### src/rtl/dbell_irq_combiner.sv
module dbell_irq_combiner #(
  parameter int          NUM_CH     = 100,
  parameter logic [3:0]  FRAME_KIND = 4'd0,
  parameter logic [3:0]  DB_FEATURE = 4'd1,
  parameter logic [3:0]  ARCH_MINOR = 4'd0
) (
  input  logic              clk,
  input  logic              rst_n,
  input  logic [NUM_CH-1:0] win_irq,
  input  logic [NUM_CH-1:0] comb_en,
  input  logic [3:0]        reg_addr,
  input  logic              reg_wen,
  input  logic [31:0]       reg_wdata,
  output logic [31:0]       reg_rdata,
  output logic              combined_irq,
  output logic              op_active
);
  localparam int MAX_CH = 128;
  localparam int WORDS  = MAX_CH / 32;
  localparam logic [3:0] ARCH_MAJOR = 4'd2;
  localparam logic [3:0] A_ID = 4'd0, A_FEAT = 4'd1, A_CNT = 4'd2,
                         A_ARCH = 4'd3, A_CTRL = 4'd4, A_ST0 = 4'd8;
  localparam logic [MAX_CH-1:0] IMPL_MASK =
    (NUM_CH >= MAX_CH) ? '1 : ((MAX_CH'(1) << NUM_CH) - MAX_CH'(1));

  logic [MAX_CH-1:0] hit;
  logic [31:0]       stat [WORDS];
  logic [MAX_CH-1:0] stat_flat;
  logic              unused_wdata;

  assign hit          = MAX_CH'(win_irq & comb_en);
  assign combined_irq = |(win_irq & comb_en);
  assign unused_wdata = ^reg_wdata[31:1];

  for (genvar w = 0; w < WORDS; w++) begin : g_word
    assign stat[w] = hit[w*32 +: 32];
    assign stat_flat[w*32 +: 32] = stat[w];
  end

  always_ff @(posedge clk) begin
    if (!rst_n)                          op_active <= 1'b0;
    else if (reg_wen && reg_addr == A_CTRL) op_active <= reg_wdata[0];
  end

  always_comb begin
    reg_rdata = '0;
    case (reg_addr)
      A_ID:   reg_rdata[3:0] = FRAME_KIND;
      A_FEAT: reg_rdata[3:0] = DB_FEATURE;
      A_CNT:  reg_rdata[7:0] = 8'(NUM_CH - 1);
      A_ARCH: reg_rdata[7:0] = {ARCH_MAJOR, ARCH_MINOR};
      A_CTRL: reg_rdata[0]   = op_active;
      A_ST0, A_ST0 + 4'd1, A_ST0 + 4'd2, A_ST0 + 4'd3:
              reg_rdata = stat[reg_addr[1:0]];
      default: reg_rdata = '0;
    endcase
  end

  assert_unimpl_zero_R3: assert property (@(posedge clk) disable iff (!rst_n)
    (stat_flat & ~IMPL_MASK) == '0);

  assert_masked_quiet_R2: assert property (@(posedge clk) disable iff (!rst_n)
    (stat_flat & MAX_CH'(~comb_en)) == '0);

  assert_irq_matches_R4: assert property (@(posedge clk) disable iff (!rst_n)
    combined_irq == (stat_flat != '0));

  assert_ctrl_write_R8: assert property (@(posedge clk) disable iff (!rst_n)
    (reg_wen && reg_addr == A_CTRL) |=> (op_active == $past(reg_wdata[0])));

  assert_ctrl_hold_R10: assert property (@(posedge clk) disable iff (!rst_n)
    !(reg_wen && reg_addr == A_CTRL) |=> $stable(op_active));
endmodule

### config.mk
export PLATFORM = sky130hd
export DESIGN_NAME = dbell_irq_combiner
export DESIGN_NICKNAME = d
export VERILOG_FILES = /design/src/rtl/dbell_irq_combiner.sv
export SDC_FILE = /design/constraint.sdc
export NUM_CORES = 1
export LEC_CHECK = 0
export ABC_AREA = 1
export CAP_MARGIN = 10
export CORE_AREA = 2 2 107 109
export DETAILED_ROUTE_END_ITERATION = 12
export DIE_AREA = 0 0 109 111
export DONT_BUFFER_PORTS = 1
export PLACE_DENSITY = 0.37
export SLEW_MARGIN = 25
export SYNTH_ARGS = -nofsm -noshare
export SYNTH_HDL_FRONTEND = slang
export SYNTH_SLANG_ARGS = --single-unit
export TNS_END_PERCENT = 20
### constraint.sdc
create_clock -name clk -period 2.65 [get_ports clk]
set_clock_uncertainty 0.05 [all_clocks]
set_input_delay 0.53 -clock clk [delete_from_list [all_inputs] [get_ports clk]]
set_output_delay 0.53 -clock clk [all_outputs]
set_load 0.01 [all_outputs]
-- Yosys cells after proc, flatten, opt, wreduce, memory -nomap -nowiden
Cells that the tools add are included.
- magnitude comparators: 1
- eq/ne operators: 8
- mux-type cells: 7
- bitwise logic cells: 3
- reductions and logical operators: 4
- operator list (operator ; number):
    $and A100 B100 Y100 ; 2
    $reduce_or A100 Y1 ; 1
    $bmux W32 S2 ; 1
    $mux W32 ; 2
    $mux W24 ; 1
    $eq A4 B4 Y1 const B ; 4
    $pmux W4 S3 ; 1
    $eq A4 B2 Y1 const B ; 2
    $pmux W3 S2 ; 1
    $eq A4 B1 Y1 const B ; 1
    $eq A4 B3 Y1 const B ; 1
    $reduce_or A4 Y1 ; 1
    $ge A3 B3 Y1 const B ; 1
    $not A2 Y3 ; 1
    $pmux W1 S3 ; 1
    $reduce_or A2 Y1 ; 1
    $logic_and A1 B1 Y1 ; 1
- bits in registers: 1
- input port bits: 239
- output and inout port bits: 34
- word-level logic and storage cells: 24

-- Depth between registers and ports, before layout
Gate-level depths: netlist of run 1.
- depth in word-level cells: 5
- gate-level depth with buffers: 8
- mapped depth without buffers: 8

-- Worst setup path before layout of run 1
Ideal clock, no wire load.
- kind: in2out
- start: input reg_addr[3]
- end: output reg_rdata[31]
- arrival time: 1326 ps
- required time: 2070 ps
- path slack: 744 ps
- stages on the path: 6
- buffers on the path: 1
- cells stage by stage: inv_1 > or2_1 > inv_1 > buf_2 > o211ai_1 > a21oi_1
- cells in the longest elaborated chain, start to end: 3
- elaborated cells between the ends (all ways): 6
- classes of those cells: eq/ne: 4; mux: 1; reduce/logical: 1
- ends and longest elaborated chain (item ; RTL line ; RTL):
    start: declaration ; 11 ; input logic [3:0] reg_addr,
    $eq A4 B4 Y1 ; 47 ; case (reg_addr)
    $reduce_or A4 Y1 * ; 47 ;
    $mux W24 * ; 47 ;
    end: declaration ; 14 ; output logic [31:0] reg_rdata,
Mark *: on every way between the ends. The rest lies on a longest branch, timed or not.

-- Final worst setup path of run 1
Ends and elaborated chain as after synthesis.

==> flow_summary_export.csv, run 1 <==
group,metric,value,unit
setup_path,r2r-start,"op_active",
setup_path,setup.worst_path.start_class,"input pin",
setup_path,crit_path_start,"reg_addr[3]",
cells_and_area,diodes,0,
synthesis,synth_nets,586,
setup_path,critical_path_arrival,1.49,ns
route,wl_per_cell,15.4,microns
sta,fin_setup_tns,0,ns
route,vias,2237,
sta,timing.final.crit_period,2.07,ns
placed_design,port_buffers,0,
outcome,outcome,"completed",
cells_and_area,largest-register,"op_active",
power_and_ir_drop,power.density,134,nW/um^2
floorplanning,io_pins,273,
cells_and_area,reg_top3,"op_active (1)",
floorplanning,core_area,11100,sq um
placed_design,gp_congestion,0.814,
global_route,grt_pass1_wl,10200,microns
setup_path,slowest_delay,0.26,ns
floorplanning,start_util,0.141,
route,drtAntennaViolNets,0,
flow_run,maxCapViolCount,0,
cells_and_area,final_cell_mix,"nand2_1 (156), nor2_1 (60), o22ai_1 (33)",
power_and_ir_drop,p_total,0.000223,W
setup_path,path_max_fanout,16,
setup_path,worstSetupPathType,"input pin to primary output",
cells_and_area,syn2layout_area_growth,6.59,%
clocking,clkLatencyLatePin,0,ns
setup_path,worstSetupEndpoint,"reg_rdata[31]",
power_and_ir_drop,p_leak,0.908,nW
setup_path,regToRegSetupSlack,1.97,ns
power_and_ir_drop,vdd_drop_max,0.0000809,V
floorplanning,row_count,39,
clocking,ctsResizeCount,0,
synthesis,ys_seq_area_frac,0.0129,
setup_path,crit_chain,"inv_1 -> or2_1 -> inv_1 -> buf_4 -> o211ai_1 -> a21oi_1",
setup_path,r2r-end,"op_active",
setup_path,cp_data_required_time,2.07,ns
worst_hold_path,hp-start,"op_active",
sta,rsz0062_at_grt,"no",
route,routed_wl,7390,microns
sta,slew_headroom,0.738,
sta,fin_crit_sh,0.782,
global_route,grt.total_usage,0.108,
sta,finalMaxSlewViolations,0,
cells_and_area,final_common_cell,"nand2_1",
global_route,grt_pass1_vias,2069,
clocking,cts_setup_buffers,0,
clocking,path_clk_slew,0,ns
cells_and_area,nets,579,
route,routed_via_density,4.65,
setup_path,path_common_cell,"inv_1",
cells_and_area,layout-drive-gt1-share,0.0237,
cells_and_area,largest_register_ffs,1,
sta,finalSetupViolCount,0,
floorplanning,chipWidth,109,microns
sta,max_freq,0.483,GHz
sta,worst_pin_slew,0.393,ns
synthesis,syn_inst,347,
sta,finalHoldViolCount,0,
synthesis,syn_avg_cell_area,4.49,sq um
worst_hold_path,hold_path.class,"register to register",
placed_design,dp_hpwl,6540,microns
route,first_pass_iters,4,
synthesis,ys_types,21,
setup_path,critical_path.slowest_cell,"or2_1",
synthesis,ys_ff_latch,1,
clocking,hold_buffers,0,
route,drc,0,
global_route,grt_overflow,0,
synthesis,synthesis.yosys.warnings,0,
setup_path,r2r_cells,2,
floorplanning,die_area,12100,sq um
floorplanning,die_height,111,microns
setup_path,end_kind,"primary output",
global_route,grt_max_degree,32,
global_route,antenna_found_initial,0,
synthesis,synth_area,1560,sq um
route,drt_iter0_markers,106,
## critical path: cells and delay by family
kind                   cells  cell delay [ns]
AO/OA/AOI/OAI              2             0.36
buffers and inverters      3             0.33
AND/OR/NAND/NOR            1             0.26
## Yosys cell counts, drive strengths merged
| cell type | n | area, sq um |
|---|---|---|
| o211ai | 1 | 7.51 |
| nand2 | 158 | 603 |
| buf | 12 | 98.8 |
| nand3 | 4 | 20.0 |
| dfxtp | 1 | 20.0 |
| nor2 | 61 | 236 |
| a31oi | 2 | 12.5 |
| o22ai | 33 | 206 |
| o21ai | 30 | 150 |
| nand4 | 10 | 62.6 |
| inv | 32 | 123 |
| a21oi | 2 | 10.0 |
| or2 | 1 | 6.26 |
## routing by layer
layer,up-vias,track usage,wire [microns]
met2,150,0.222,3970
met3,2,0.00353,461
met5,-,0,0
met1,973,0.125,2910
met4,0,0.00598,42
li1,1112,-,-
## kinds of logic (layout without fill, tap and decap cells)
kind of cell    after synthesis  count (layout)  share of synthesized area
compound gates               68              68                      0.248
buf+inv                      44              35                      0.142
flops                         1               1                     0.0129
simple gates                234             234                      0.596
## report_power, final
part	switching, W	internal, W
combinational	0.000139	0.0000673
clock	0	0
sequential	0.000000487	0.0000157
## layout make-up
type | count | area, sq um
fillers | 1335 | 9420
multi-input cells | 302 | 1320
well taps | 143 | 179
inverters | 32 | 123
repair buffers | 3 | 22.5
flip-flops and latches | 1 | 20.0
## per-stage QoR
step           worst slack (ns)  instance area, sq um  cells  hold slack [ns]   util
2_1_floorplan             0.744                  1560    347            0.429      -
3_3_place_gp              0.577                  1660    481            0.460  0.150
3_5_place_dp              0.561                  1660    481            0.463  0.150
4_1_cts                   0.561                  1660    481            0.463  0.150
5_1_grt                   0.493                  1660    481            0.487  0.150
6_report                  0.578                  1660    481            0.459  0.150
## worst min path at each step
stage           endpoint  slack, ns  depth (start not counted)
2_1_floorplan  op_active       0.43                          2
3_3_place_gp   op_active       0.46                          2
3_5_place_dp   op_active       0.46                          2
4_1_cts        op_active       0.46                          2
5_1_grt        op_active       0.49                          2
6_report       op_active       0.46                          2
(Power assumes the default switching activity.)
==> run 2, diff against run 1 <==
--- a/config.mk
+++ b/config.mk
@@ -7,11 +7,11 @@
 export LEC_CHECK = 0
 export ABC_AREA = 1
 export CAP_MARGIN = 10
-export CORE_AREA = 2 2 107 109
+export CORE_AREA = 2 2 105 107
 export DETAILED_ROUTE_END_ITERATION = 12
-export DIE_AREA = 0 0 109 111
+export DIE_AREA = 0 0 107 109
 export DONT_BUFFER_PORTS = 1
-export PLACE_DENSITY = 0.37
+export PLACE_DENSITY = 0.38
 export SLEW_MARGIN = 25
 export SYNTH_ARGS = -nofsm -noshare
 export SYNTH_HDL_FRONTEND = slang
==> constraint.sdc (replaced) <==
create_clock -name clk -period 1.79 [get_ports clk]
set_clock_uncertainty 0.05 [all_clocks]
set_input_delay 0.358 -clock clk [delete_from_list [all_inputs] [get_ports clk]]
set_output_delay 0.358 -clock clk [all_outputs]
set_load 0.01 [all_outputs]
==> flow_summary_export.csv, run 2 (synthesis gave the netlist of run 1 again) <==
group,metric,value,unit
global_route,grt.total_usage,0.111,
global_route,grt_pass1_wl,10200,microns
sta,fin_crit_sh,0.947,
sta,slew_headroom,0.792,
sta,finalSetupViolCount,0,
setup_path,worstSetupPathType,"input pin to primary output",
worst_hold_path,hold_path.class,"input pin to register",
floorplanning,chipWidth,107,microns
setup_path,r2r_cells,2,
clocking,ctsResizeCount,0,
route,wl_per_cell,15.0,microns
sta,fin_setup_tns,0,ns
sta,max_freq,0.590,GHz
setup_path,critical_path_arrival,1.29,ns
cells_and_area,layout-drive-gt1-share,0.0351,
global_route,grt_pass1_vias,2051,
cells_and_area,final_common_cell,"nand2_1",
route,vias,2261,
setup_path,setup.worst_path.start_class,"input pin",
floorplanning,die_height,109,microns
sta,hold_slack,0.454,ns
global_route,antenna_found_initial,0,
clocking,clkLatencyLatePin,0,ns
floorplanning,core_area,10600,sq um
worst_hold_path,hp-start,"rst_n",
placed_design,port_buffers,0,
setup_path,cp_data_required_time,1.38,ns
route,drtAntennaViolNets,0,
floorplanning,row_count,38,
setup_path,end_kind,"primary output",
setup_path,crit_path_start,"reg_addr[3]",
cells_and_area,fin_util,0.161,
power_and_ir_drop,vdd_drop_max,0.000108,V
outcome,outcome,"completed",
global_route,grt_overflow,0,
power_and_ir_drop,power.density,202,nW/um^2
route,drt_iter0_markers,120,
cells_and_area,diodes,0,
global_route,grt_max_degree,19,
power_and_ir_drop,p_leak,0.935,nW
cells_and_area,reg_top3,"op_active (1)",
placed_design,dp_hpwl,6470,microns
setup_path,path_max_fanout,17,
floorplanning,die_area,11700,sq um
worst_hold_path,hold_depth,2,
cells_and_area,syn2layout_area_growth,9.89,%
sta,finalMaxSlewViolations,0,
setup_path,r2r-start,"op_active",
sta,finalHoldViolCount,0,
placed_design,gp_congestion,0.760,
sta,rsz0062_at_grt,"no",
route,drc,0,
clocking,path_clk_slew,0,ns
flow_run,maxCapViolCount,0,
cells_and_area,nets,583,
route,routed_wl,7230,microns
sta,timing.final.crit_period,1.69,ns
cells_and_area,largest-register,"op_active",
clocking,cts_setup_buffers,0,
sta,worst_pin_slew,0.311,ns
route,routed_via_density,4.69,
clocking,hold_buffers,0,
cells_and_area,final_cell_mix,"nand2_1 (156), nor2_1 (60), o22ai_1 (33)",
route,first_pass_iters,4,
floorplanning,io_pins,273,
floorplanning,start_util,0.147,
cells_and_area,largest_register_ffs,1,
## run 2: cell types whose count changed in the layout (fill, tap and decap cells not counted)
cell / previous run / this run
buf_4: 3 / 5
buf_12: 0 / 2
## run 2: layout make-up
type | instances | area [sq um]
Fill cell | 1299 | 8890
Multi-Input combinational cell | 302 | 1320
Tap cell | 140 | 175
Inverter | 32 | 123
Timing Repair Buffer | 7 | 77.6
Sequential cell | 1 | 20.0
## run 2: worst paths after layout
kind	endpoint	slack (ns)
setup / recovery	reg_rdata[5]	0.1
setup reg to reg	op_active	1.07
hold reg to reg	op_active	0.49
hold / removal	op_active	0.45
## run 2: metrics by stage
stage | setup slack, ns | total power, W | area (sq um) | instances
finish | 0.0954 | 0.000345 | 1710 | 482
global route | 0.0133 | 0.000391 | 1710 | 482
CTS | 0.0839 | 0.000351 | 1710 | 482
detailed placement | 0.0742 | 0.000350 | 1710 | 482
global placement | 0.0991 | 0.000343 | 1710 | 482
floorplan | 0.228 | 0.000276 | 1560 | 347
## run 2: where the power goes
| part | switching, W | internal [W] |
|---|---|---|
| combinational | 0.000210 | 0.000111 |
| clock | 0 | 0 |
| sequential | 0.000000864 | 0.0000233 |
## run 2: critical path, cell delays in order
cell     delay [ns]
inv_1          0.04
or2_1          0.24
inv_1          0.15
buf_4          0.25
o21ai_1        0.12
nand2_1        0.13
## run 2: metal layers
layer  vias to the layer above  part of all wire  track usage
li1                       1116                 -            -
met1                      1010              0.42        0.135
met2                       133              0.52        0.225
met3                         2             0.054      0.00418
met4                         0            0.0057      0.00557
met5                         -                 0            0
